<file path="config.mk">
export PLATFORM = sky130hd
export DESIGN_NAME = vreg_group_mover
export DESIGN_NICKNAME = d
export VERILOG_FILES = /design/src/rtl/vreg_mover_pkg.sv /design/src/rtl/vreg_mover_decode.sv /design/src/rtl/vreg_mover_regfile.sv /design/src/rtl/vreg_mover_ctrl.sv /design/src/rtl/vreg_group_mover.sv
export SDC_FILE = /design/constraint.sdc
export NUM_CORES = 2
export LEC_CHECK = 0
export BUFFER_PORTS_ARGS = -buffer_cell sky130_fd_sc_hd__buf_2
export CAP_MARGIN = 10
export CORE_ASPECT_RATIO = 0.7
export CORE_MARGIN = 4
export CORE_UTILIZATION = 44
export DETAILED_ROUTE_END_ITERATION = 6
export GPL_TIMING_DRIVEN = 0
export PLACE_DENSITY_LB_ADDON = 0.15
export RECOVER_POWER = 100
export SLEW_MARGIN = 30
export SYNTH_ARGS = -nofsm -noshare
export SYNTH_HDL_FRONTEND = slang
export SYNTH_SLANG_ARGS = --single-unit
</file>
<file path="constraint.sdc">
create_clock -name clk -period 23 [get_ports clk]
set_input_delay 4.6 -clock clk [delete_from_list [all_inputs] [get_ports clk]]
set_output_delay 4.6 -clock clk [all_outputs]
set_load 0.1 [all_outputs]
</file>
<file path="src/rtl/vreg_mover_pkg.sv">
package vreg_mover_pkg;

    localparam int NREG    = 32;
    localparam int IDX_W   = 5;
    localparam int MAXGRP  = 8;
    localparam int SPAN_W  = $clog2(MAXGRP);

    localparam logic [6:0] OPC_VEC   = 7'b1010111;
    localparam logic [2:0] F3_IVI    = 3'b011;
    localparam logic [5:0] F6_WHOLE  = 6'b100111;

    typedef enum logic [1:0] {
        ST_IDLE,
        ST_COPY,
        ST_FINISH,
        ST_REJECT
    } mover_state_t;

    typedef struct packed {
        logic                   recognised;
        logic                   aligned;
        logic [SPAN_W-1:0]      span_m1;
        logic [IDX_W-1:0]       dst;
        logic [IDX_W-1:0]       src;
    } mover_dec_t;

endpackage

</file>
<file path="src/rtl/vreg_mover_decode.sv">
module vreg_mover_decode
    import vreg_mover_pkg::*;
(
    input  logic [31:0] word,
    output mover_dec_t  dec
);
    logic [4:0]        sel;
    logic [SPAN_W-1:0] low;
    logic              sel_ok;

    always_comb begin
        sel = word[19:15];
        low = sel[SPAN_W-1:0];
        // a valid group mask is a run of ones from bit 0: m & (m+1) == 0
        sel_ok = (sel[4:SPAN_W] == '0) && ((low & (low + 1'b1)) == '0);

        dec.recognised = (word[6:0] == OPC_VEC) && (word[14:12] == F3_IVI)
                       && (word[31:26] == F6_WHOLE) && word[25] && sel_ok;
        dec.span_m1    = low;
        dec.dst        = word[11:7];
        dec.src        = word[24:20];
        dec.aligned    = ((word[7 +: SPAN_W] & low) == '0)
                       && ((word[20 +: SPAN_W] & low) == '0);
    end
endmodule

</file>
<file path="src/rtl/vreg_mover_regfile.sv">
module vreg_mover_regfile
    import vreg_mover_pkg::*;
#(
    parameter int VLEN = 128
) (
    input  logic             clk,
    input  logic             we,
    input  logic [IDX_W-1:0] waddr,
    input  logic [VLEN-1:0]  wdata,
    input  logic [IDX_W-1:0] raddr_a,
    output logic [VLEN-1:0]  rdata_a,
    input  logic [IDX_W-1:0] raddr_b,
    output logic [VLEN-1:0]  rdata_b
);
    logic [VLEN-1:0] mem [NREG];

    always_ff @(posedge clk) begin
        if (we) mem[waddr] <= wdata;
    end

    assign rdata_a = mem[raddr_a];
    assign rdata_b = mem[raddr_b];
endmodule

</file>
<file path="src/rtl/vreg_mover_ctrl.sv">
module vreg_mover_ctrl
    import vreg_mover_pkg::*;
(
    input  logic             clk,
    input  logic             rst_n,
    input  logic             vec_on,
    input  logic             insn_valid,
    input  mover_dec_t       dec,
    output logic             insn_ready,
    output logic             busy,
    output logic             done,
    output logic             illegal,
    output logic             vs_dirty,
    output logic             mv_we,
    output logic [IDX_W-1:0] mv_dst,
    output logic [IDX_W-1:0] mv_src
);
    mover_state_t      state, nxt;
    logic [SPAN_W-1:0] cnt, span_q;
    logic [IDX_W-1:0]  dst_q, src_q;
    logic              take, legal;

    assign take  = insn_valid && (state == ST_IDLE);
    assign legal = dec.recognised && dec.aligned && vec_on;

    // next-state logic
    always_comb begin
        nxt = state;
        unique case (state)
            ST_IDLE:   if (take) nxt = legal ? ST_COPY : ST_REJECT;
            ST_COPY:   if (cnt == span_q) nxt = ST_FINISH;
            ST_FINISH: nxt = ST_IDLE;
            ST_REJECT: nxt = ST_IDLE;
            default:   nxt = ST_IDLE;
        endcase
    end

    // state register
    always_ff @(posedge clk) begin
        if (!rst_n) state <= ST_IDLE;
        else        state <= nxt;
    end

    // group bookkeeping
    always_ff @(posedge clk) begin
        if (!rst_n) begin
            cnt    <= '0;
            span_q <= '0;
            dst_q  <= '0;
            src_q  <= '0;
        end else if (take && legal) begin
            cnt    <= '0;
            span_q <= dec.span_m1;
            dst_q  <= dec.dst;
            src_q  <= dec.src;
        end else if (state == ST_COPY) begin
            cnt <= cnt + 1'b1;
        end
    end

    always_ff @(posedge clk) begin
        if (!rst_n)                  vs_dirty <= 1'b0;
        else if (state == ST_FINISH) vs_dirty <= 1'b1;
    end

    // outputs
    always_comb begin
        insn_ready = 1'b0;
        busy       = 1'b0;
        done       = 1'b0;
        illegal    = 1'b0;
        mv_we      = 1'b0;
        unique case (state)
            ST_IDLE:   insn_ready = 1'b1;
            ST_COPY:   begin busy = 1'b1; mv_we = 1'b1; end
            ST_FINISH: done = 1'b1;
            ST_REJECT: begin done = 1'b1; illegal = 1'b1; end
            default:   insn_ready = 1'b0;
        endcase
        mv_dst = dst_q + IDX_W'(cnt);
        mv_src = src_q + IDX_W'(cnt);
    end

    a_r7_no_accept_busy: assert property (@(posedge clk) disable iff (!rst_n)
        busy |-> !insn_ready);
    a_r6_done_single: assert property (@(posedge clk) disable iff (!rst_n)
        done |=> !done);
    a_r6_illegal_with_done: assert property (@(posedge clk) disable iff (!rst_n)
        illegal |-> (done && !busy));
    a_r5_ascending: assert property (@(posedge clk) disable iff (!rst_n)
        (busy && $past(busy)) |-> (mv_dst == $past(mv_dst) + 1'b1));
    a_r5_busy_ends_in_done: assert property (@(posedge clk) disable iff (!rst_n)
        $fell(busy) |-> done);
    a_r8_dirty_sticky: assert property (@(posedge clk) disable iff (!rst_n)
        vs_dirty |=> vs_dirty);
endmodule

</file>
<file path="src/rtl/vreg_group_mover.sv">
module vreg_group_mover
    import vreg_mover_pkg::*;
#(
    parameter int VLEN = 128
) (
    input  logic             clk,
    input  logic             rst_n,
    input  logic             vec_on,
    input  logic             insn_valid,
    input  logic [31:0]      insn,
    output logic             insn_ready,
    output logic             busy,
    output logic             done,
    output logic             illegal,
    output logic             vs_dirty,
    input  logic             host_we,
    input  logic [4:0]       host_waddr,
    input  logic [VLEN-1:0]  host_wdata,
    input  logic [4:0]       host_raddr,
    output logic [VLEN-1:0]  host_rdata
);
    mover_dec_t       dec;
    logic             mv_we;
    logic [IDX_W-1:0] mv_dst, mv_src, waddr;
    logic [VLEN-1:0]  mv_data, wdata;
    logic             we;

    vreg_mover_decode u_dec (.word(insn), .dec(dec));

    vreg_mover_ctrl u_ctrl (
        .clk(clk), .rst_n(rst_n), .vec_on(vec_on), .insn_valid(insn_valid),
        .dec(dec), .insn_ready(insn_ready), .busy(busy), .done(done),
        .illegal(illegal), .vs_dirty(vs_dirty), .mv_we(mv_we),
        .mv_dst(mv_dst), .mv_src(mv_src)
    );

    // mover owns the write port while copying
    assign we    = mv_we | host_we;
    assign waddr = mv_we ? mv_dst  : host_waddr;
    assign wdata = mv_we ? mv_data : host_wdata;

    vreg_mover_regfile #(.VLEN(VLEN)) u_rf (
        .clk(clk), .we(we), .waddr(waddr), .wdata(wdata),
        .raddr_a(mv_src), .rdata_a(mv_data),
        .raddr_b(host_raddr), .rdata_b(host_rdata)
    );

    a_r4_copy_only_busy: assert property (@(posedge clk) disable iff (!rst_n)
        mv_we |-> busy);
    a_r2_reject_no_write: assert property (@(posedge clk) disable iff (!rst_n)
        illegal |-> !mv_we);
endmodule

</file>
# ---- Yosys cells after proc, flatten, opt, wreduce, memory -nomap -nowiden
# Memories as Yosys holds them, arrays and structs flattened.
# Cells that the tools add are included.
dict set report totals {
  elab_cells 55
  n_memories 1
  ramBits 4096
  ff_bits 19
  output_inout_bits 133
}
dict set report classes {
  n_addsub 4
  n_reduce_logical 18
  bitwise_logic 5
  n_eq_ne 9
  mux 12
}
# memory words word_bits read_ports rd_clocked_by_memory_dff write_ports line_no
set mem_list {}
lappend mem_list {u_rf.mem 32 128 2 0 1 vreg_mover_regfile.sv:15} ;# logic [VLEN-1:0] mem [NREG];
# cell n
set ops {}
lappend ops {{128-bit two-way mux} 1}
lappend ops {{5-bit by 3-bit adder with 5-bit output} 2}
lappend ops {{1-bit logical AND} 10}
lappend ops {{3-bit bitwise AND} 3}
lappend ops {{3-bit zero test} 3}
lappend ops {{7-bit equality test, second input constant} 1}
lappend ops {{3-bit by 1-bit adder with 3-bit output, second input constant} 2}
lappend ops {{6-bit equality test, second input constant} 1}
lappend ops {{1-bit two-way mux} 6}
lappend ops {{2-bit two-way mux} 3}
lappend ops {{2-bit case mux with 3 select lines} 1}
lappend ops {{5-bit two-way mux} 1}
lappend ops {{2-bit equality test, second input constant} 2}
lappend ops {{2-bit zero test} 2}
lappend ops {{2-bit by 1-bit inequality test with 1-bit output, second input constant} 2}
lappend ops {{2-bit OR reduction} 2}
lappend ops {{3-bit by 2-bit equality test with 1-bit output, second input constant} 1}
lappend ops {{3-bit equality test} 1}
lappend ops {{2-bit by 1-bit equality test with 1-bit output, second input constant} 1}
lappend ops {{2-bit AND reduction} 1}
lappend ops {{1-bit inverter} 1}
lappend ops {{1-bit bitwise OR} 1}

# ---- Longest topological paths before layout
dict set report logic_depth {
  word_depth 10
  depth_mapped 12
  depth_no_buf 9
}

# ---- Modules after synthesis
# From an unflattened synthesis, not the netlist that was laid out.
dict set report unflattened {
  hier_cells 8717
  area_unflattened_um2 185507.9
}
# module instances area_per_inst_um2 cells_per_inst seq_area_each_um2
set modules_own_cells {}
lappend modules_own_cells {vreg_mover_regfile 1 182363.7 8421 122998.0}
lappend modules_own_cells {vreg_group_mover 1 1850.5 149 0.0}
lappend modules_own_cells {vreg_mover_ctrl 1 1093.5 119 380.4}
lappend modules_own_cells {vreg_mover_decode 1 200.2 28 0.0}

# ---- Worst setup path before layout
# No wires, ideal clock.
dict set report synth_timing {
  path_kind {in2out}
  startpoint {in host_raddr[0]}
  endpoint {out host_rdata[53]}
  t_arrival_ns 6.919
  path_stages 6
  required_ns 18.400
  path_buffers 3
  setup_slack_ns 11.481
  cell_sequence {buf_2 > buf_2 > buf_1 > mux4_2 > mux4_2 > mux2_2}
}
dict set report synth_between {
  elab_chain_cells 1
}
# element line_no
set synth_rtl {}
lappend synth_rtl {{start: declaration} vreg_group_mover.sv:19} ;# input logic [4:0] host_raddr,
lappend synth_rtl {{memory read 32 x 128 bit} -}
lappend synth_rtl {{end: declaration} vreg_group_mover.sv:20} ;# output logic [VLEN-1:0] host_rdata
# No other way between the ends.

# ---- Final worst setup path
dict set report layout_timing {
  startpoint {in host_raddr[0]}
  endpoint {out host_rdata[116]}
}
# Same word-level chain as after synthesis.

==> impl_metrics.py <==
metrics = {
    "yosys": {
        "yosysTopAreaCellShare_pct": 64.83,
        "syn-instance-count": 9449,
        "synth_fp_nets": 9633,
        "synth_seq_cells": 4115,
        "yosysSeqAreaShare_pct": 65.03,
        "syn_area_um2": 189700,
        "synthTopCellsByArea": "edfxtp_1 65%, mux4_2 27%, nand2_1 2.3%",
        "ys_types": 43,
        "syn_area_per_cell_um2": 20.08,
        "synthArstFlopShare_pct": 0,
        "ys_warn_count": 0,
        "synth_edf_count": 4096,
        "synth_top_area_cell": "edfxtp_1",
        "synth_ff_type": "edfxtp_1",
    },
    "placed_design": {
        "port_buffers": 302,
        "hpwlAfterDp_um": 531300,
        "gp_congestion": 0.8538,
        "dp_cells": 15860,
    },
    "clocking": {
        "cts_sinks": 4115,
        "cts_buffers": 409,
        "htree_levels": 5,
        "insertion_delay_ns": 1.05,
        "cts_tree": "yes",
        "cts_resized": 0,
        "path_clk_slew_ns": 0.06,
        "hold_buffers": 0,
        "cts_buffer_depth": 4,
        "post_cts_buffers": 0,
        "root_buffer": "clkbuf_16",
    },
    "setup_path": {
        "worst-path-buf-inv": 5,
        "end_kind": "output pin",
        "crit_path_top_delay_cell": "clkbuf_1",
        "timing.rr.end": "u_rf.mem[4][67]",
        "start_kind": "primary input",
        "path_common_cell": "clkbuf_1",
        "rr_worst_depth": 13,
        "cp_max_fo": 17,
        "worstPathArrival_ns": 11.25,
        "critical_path_class": "primary input to output pin",
        "cp_cell_sequence": "buf_2 > clkbuf_1 > clkbuf_1 > clkbuf_1 > mux4_2 > mux2i_1 > a21oi_1 > mux2_2 > clkbuf_1",
        "reg2reg_slack_ns": 13.92,
        "cp.required_ns": 18.40,
        "path_delay_family": "buffers and inverters",
        "rr_startpoint": "u_ctrl.state[1]",
        "slowest_delay_ns": 2.11,
    },
    "hold_path": {
        "hp-start": "u_ctrl.vs_dirty",
        "whs_path_depth": 1,
        "whs_endpoint": "u_ctrl.vs_dirty",
        "worstHoldPathType": "flop to flop",
    },
    "floorplan": {
        "die_w_um": 792.8,
        "die-area_um2": 441900,
        "start_util_pct": 44.25,
        "core_area_um2": 428800,
        "rows": 201,
        "fp.dieH_um": 557.4,
        "ios": 308,
    },
    "timing": {
        "fmax_mhz": 63.09,
        "skew_ns": 0.05211,
        "worst_pin_slew_ns": 3.159,
        "post-route-period-util_pct": 68.91,
        "timing.slew.headroom_pct": -110.6,
        "holdWs_ns": 0.5059,
        "final-setup-viol-count": 0,
        "final.min_clock_period_ns": 15.85,
        "finalHoldViolations": 0,
        "rsz0062_at_grt": "no",
        "drv_slew": 317,
        "tns_ns": 0,
    },
    "global_routing": {
        "grt_usage_pct": 33.59,
        "gr-total-overflow": 0,
        "grt_pass1_vias": 115100,
        "grt_first_pass_wirelength_um": 1006000,
        "grt_start_max_net_pins": 33,
        "antenna_found_initial": 40,
    },
    "final_layout": {
        "final_common_cell": "edfxtp_1",
        "fillers": 34490,
        "drive_above_1_share_pct": 34.66,
        "stdcell_count": 16700,
        "synthToLayoutAreaGrowth_pct": 13.13,
        "final_cell_mix": "4096 x edfxtp_1, 2279 x mux4_2, 1167 x nand2_1",
        "nets": 10780,
    },
    "routing": {
        "drtAntennaViolNets": 0,
        "drt_wl_total_um": 752900,
        "wl_per_cell_um": 45.08,
        "drt_pre_antenna_iters": 7,
        "first_iter_violations": 21100,
        "vias": 120400,
        "avgViaCountPerCell": 7.207,
        "drc": 2,
    },
    "power_and_ir_drop": {
        "ir_worst_vdd_v": 0.00007039,
        "leakage_nw": 67.80,
        "p_per_area_nw_per_um2": 80.56,
    },
    "outcome": {
        "violations": "DRC, capacitance limit, slew limit",
        "status": "finished, violations left",
    },
    "run": {
        "drv_cap": 30,
    },
}
==> worst reg2reg max path, stage by stage, from the launching register on <==
cell      delay, ns
dfxtp_1        0.40
nand2b_1       0.13
clkbuf_1       0.39
clkbuf_1       0.45
nand2_1        0.18
o21ai_0        0.22
nand2_1        0.22
nor2_1         1.06
clkbuf_1       0.86
clkbuf_1       0.73
clkbuf_1       0.98
clkbuf_1       1.05
clkbuf_1       1.00
clkbuf_1       0.99
==> cells by family (layout without fill, tap and decap cells) <==
kind of cell	count (synthesis)	count (layout)	share of synthesized area [%]
XOR/XNOR	14	14	0.06463
AND/OR/NAND/NOR	1904	1904	4.277
buffers and inverters	760	2261	1.702
flip-flops	4115	4115	65.03
AO/OA/AOI/OAI	202	202	0.8441
other	0	67	0
multiplexers	2445	2445	28.01
adder cells (fa/ha/maj)	9	9	0.06727
==> Yosys cell counts, drive strengths merged, types with 3 or more instances <==
| cell | n |
|---|---|
| mux2i | 38 |
| xnor2 | 9 |
| nor2b | 42 |
| clkbuf | 453 |
| xor2 | 5 |
| a211oi | 25 |
| a32oi | 130 |
| edfxtp | 4096 |
| a21oi | 31 |
| buf | 300 |
| inv | 7 |
| dfxtp | 19 |
| nand3 | 641 |
| ha | 7 |
| nand2 | 1167 |
| o21ai | 3 |
| nor2 | 37 |
| mux2 | 128 |
| mux4 | 2279 |
==> area by class of cell <==
type	instances	area, um^2	area share [%]
sequential	4115	123400	57.48
timing repair buffer	736	3874	1.805
tap	5684	7112	3.314
clock buffer	477	10550	4.917
clock inverter	288	2726	1.270
buffer	753	3633	1.693
multi-input combinational	4574	63160	29.43
inverter	7	26.28	0.01224
antenna	67	167.7	0.07812
==> power by group <==
part	switching (mW)	internal, mW
Clock	3.05	3.75
Combinational	1.33	0.630
Sequential	0.0379	8.49
Total	4.42	12.9
==> metal layers <==
metal	part of all wire (%)	GRT usage (%)	routed length, um
met5	0.063	0.4425	472
met4	4.9	13.20	37090
met2	42	46.42	313400
met1	37	46.76	275300
met3	17	14.88	126600
==> worst max-delay path by stage <==
stage / startpoint / endpoint / slack (ns) / cells past startpoint
after detailed placement: host_raddr[2] / host_rdata[76] / 9.84 / 9
final: host_raddr[0] / host_rdata[116] / 7.15 / 9
after global placement: host_we / u_rf.mem[19][65] / -0.01 / 4
after global routing: host_raddr[0] / host_rdata[116] / 7.26 / 9
after floorplan: host_raddr[0] / host_rdata[53] / 11.48 / 6
after CTS: host_raddr[2] / host_rdata[76] / 9.83 / 9
==> state kept, by name (all words and copies together), names as in the netlist <==
name	cells
u_ctrl.vs_dirty	1
u_ctrl.cnt	3
u_ctrl.span_q	3
u_ctrl.dst_q	5
u_ctrl.src_q	5
u_ctrl.state	2
u_rf.mem	4096
==> stage by stage <==
step / worst slack, ns / power (mW) / util, % / instance area [um^2]
2_1_floorplan: 11.48 / 9.905 / - / 189700
3_3_place_gp: -0.01160 / 10.60 / 46.26 / 198300
3_5_place_dp: 9.836 / 10.67 / 49.01 / 210200
4_1_cts: 9.835 / 17.35 / 52.11 / 223400
5_1_grt: 7.263 / 17.70 / 50.03 / 214500
6_report: 7.150 / 17.29 / 50.05 / 214600
No activity file was read; power rests on OpenSTA's default activity.
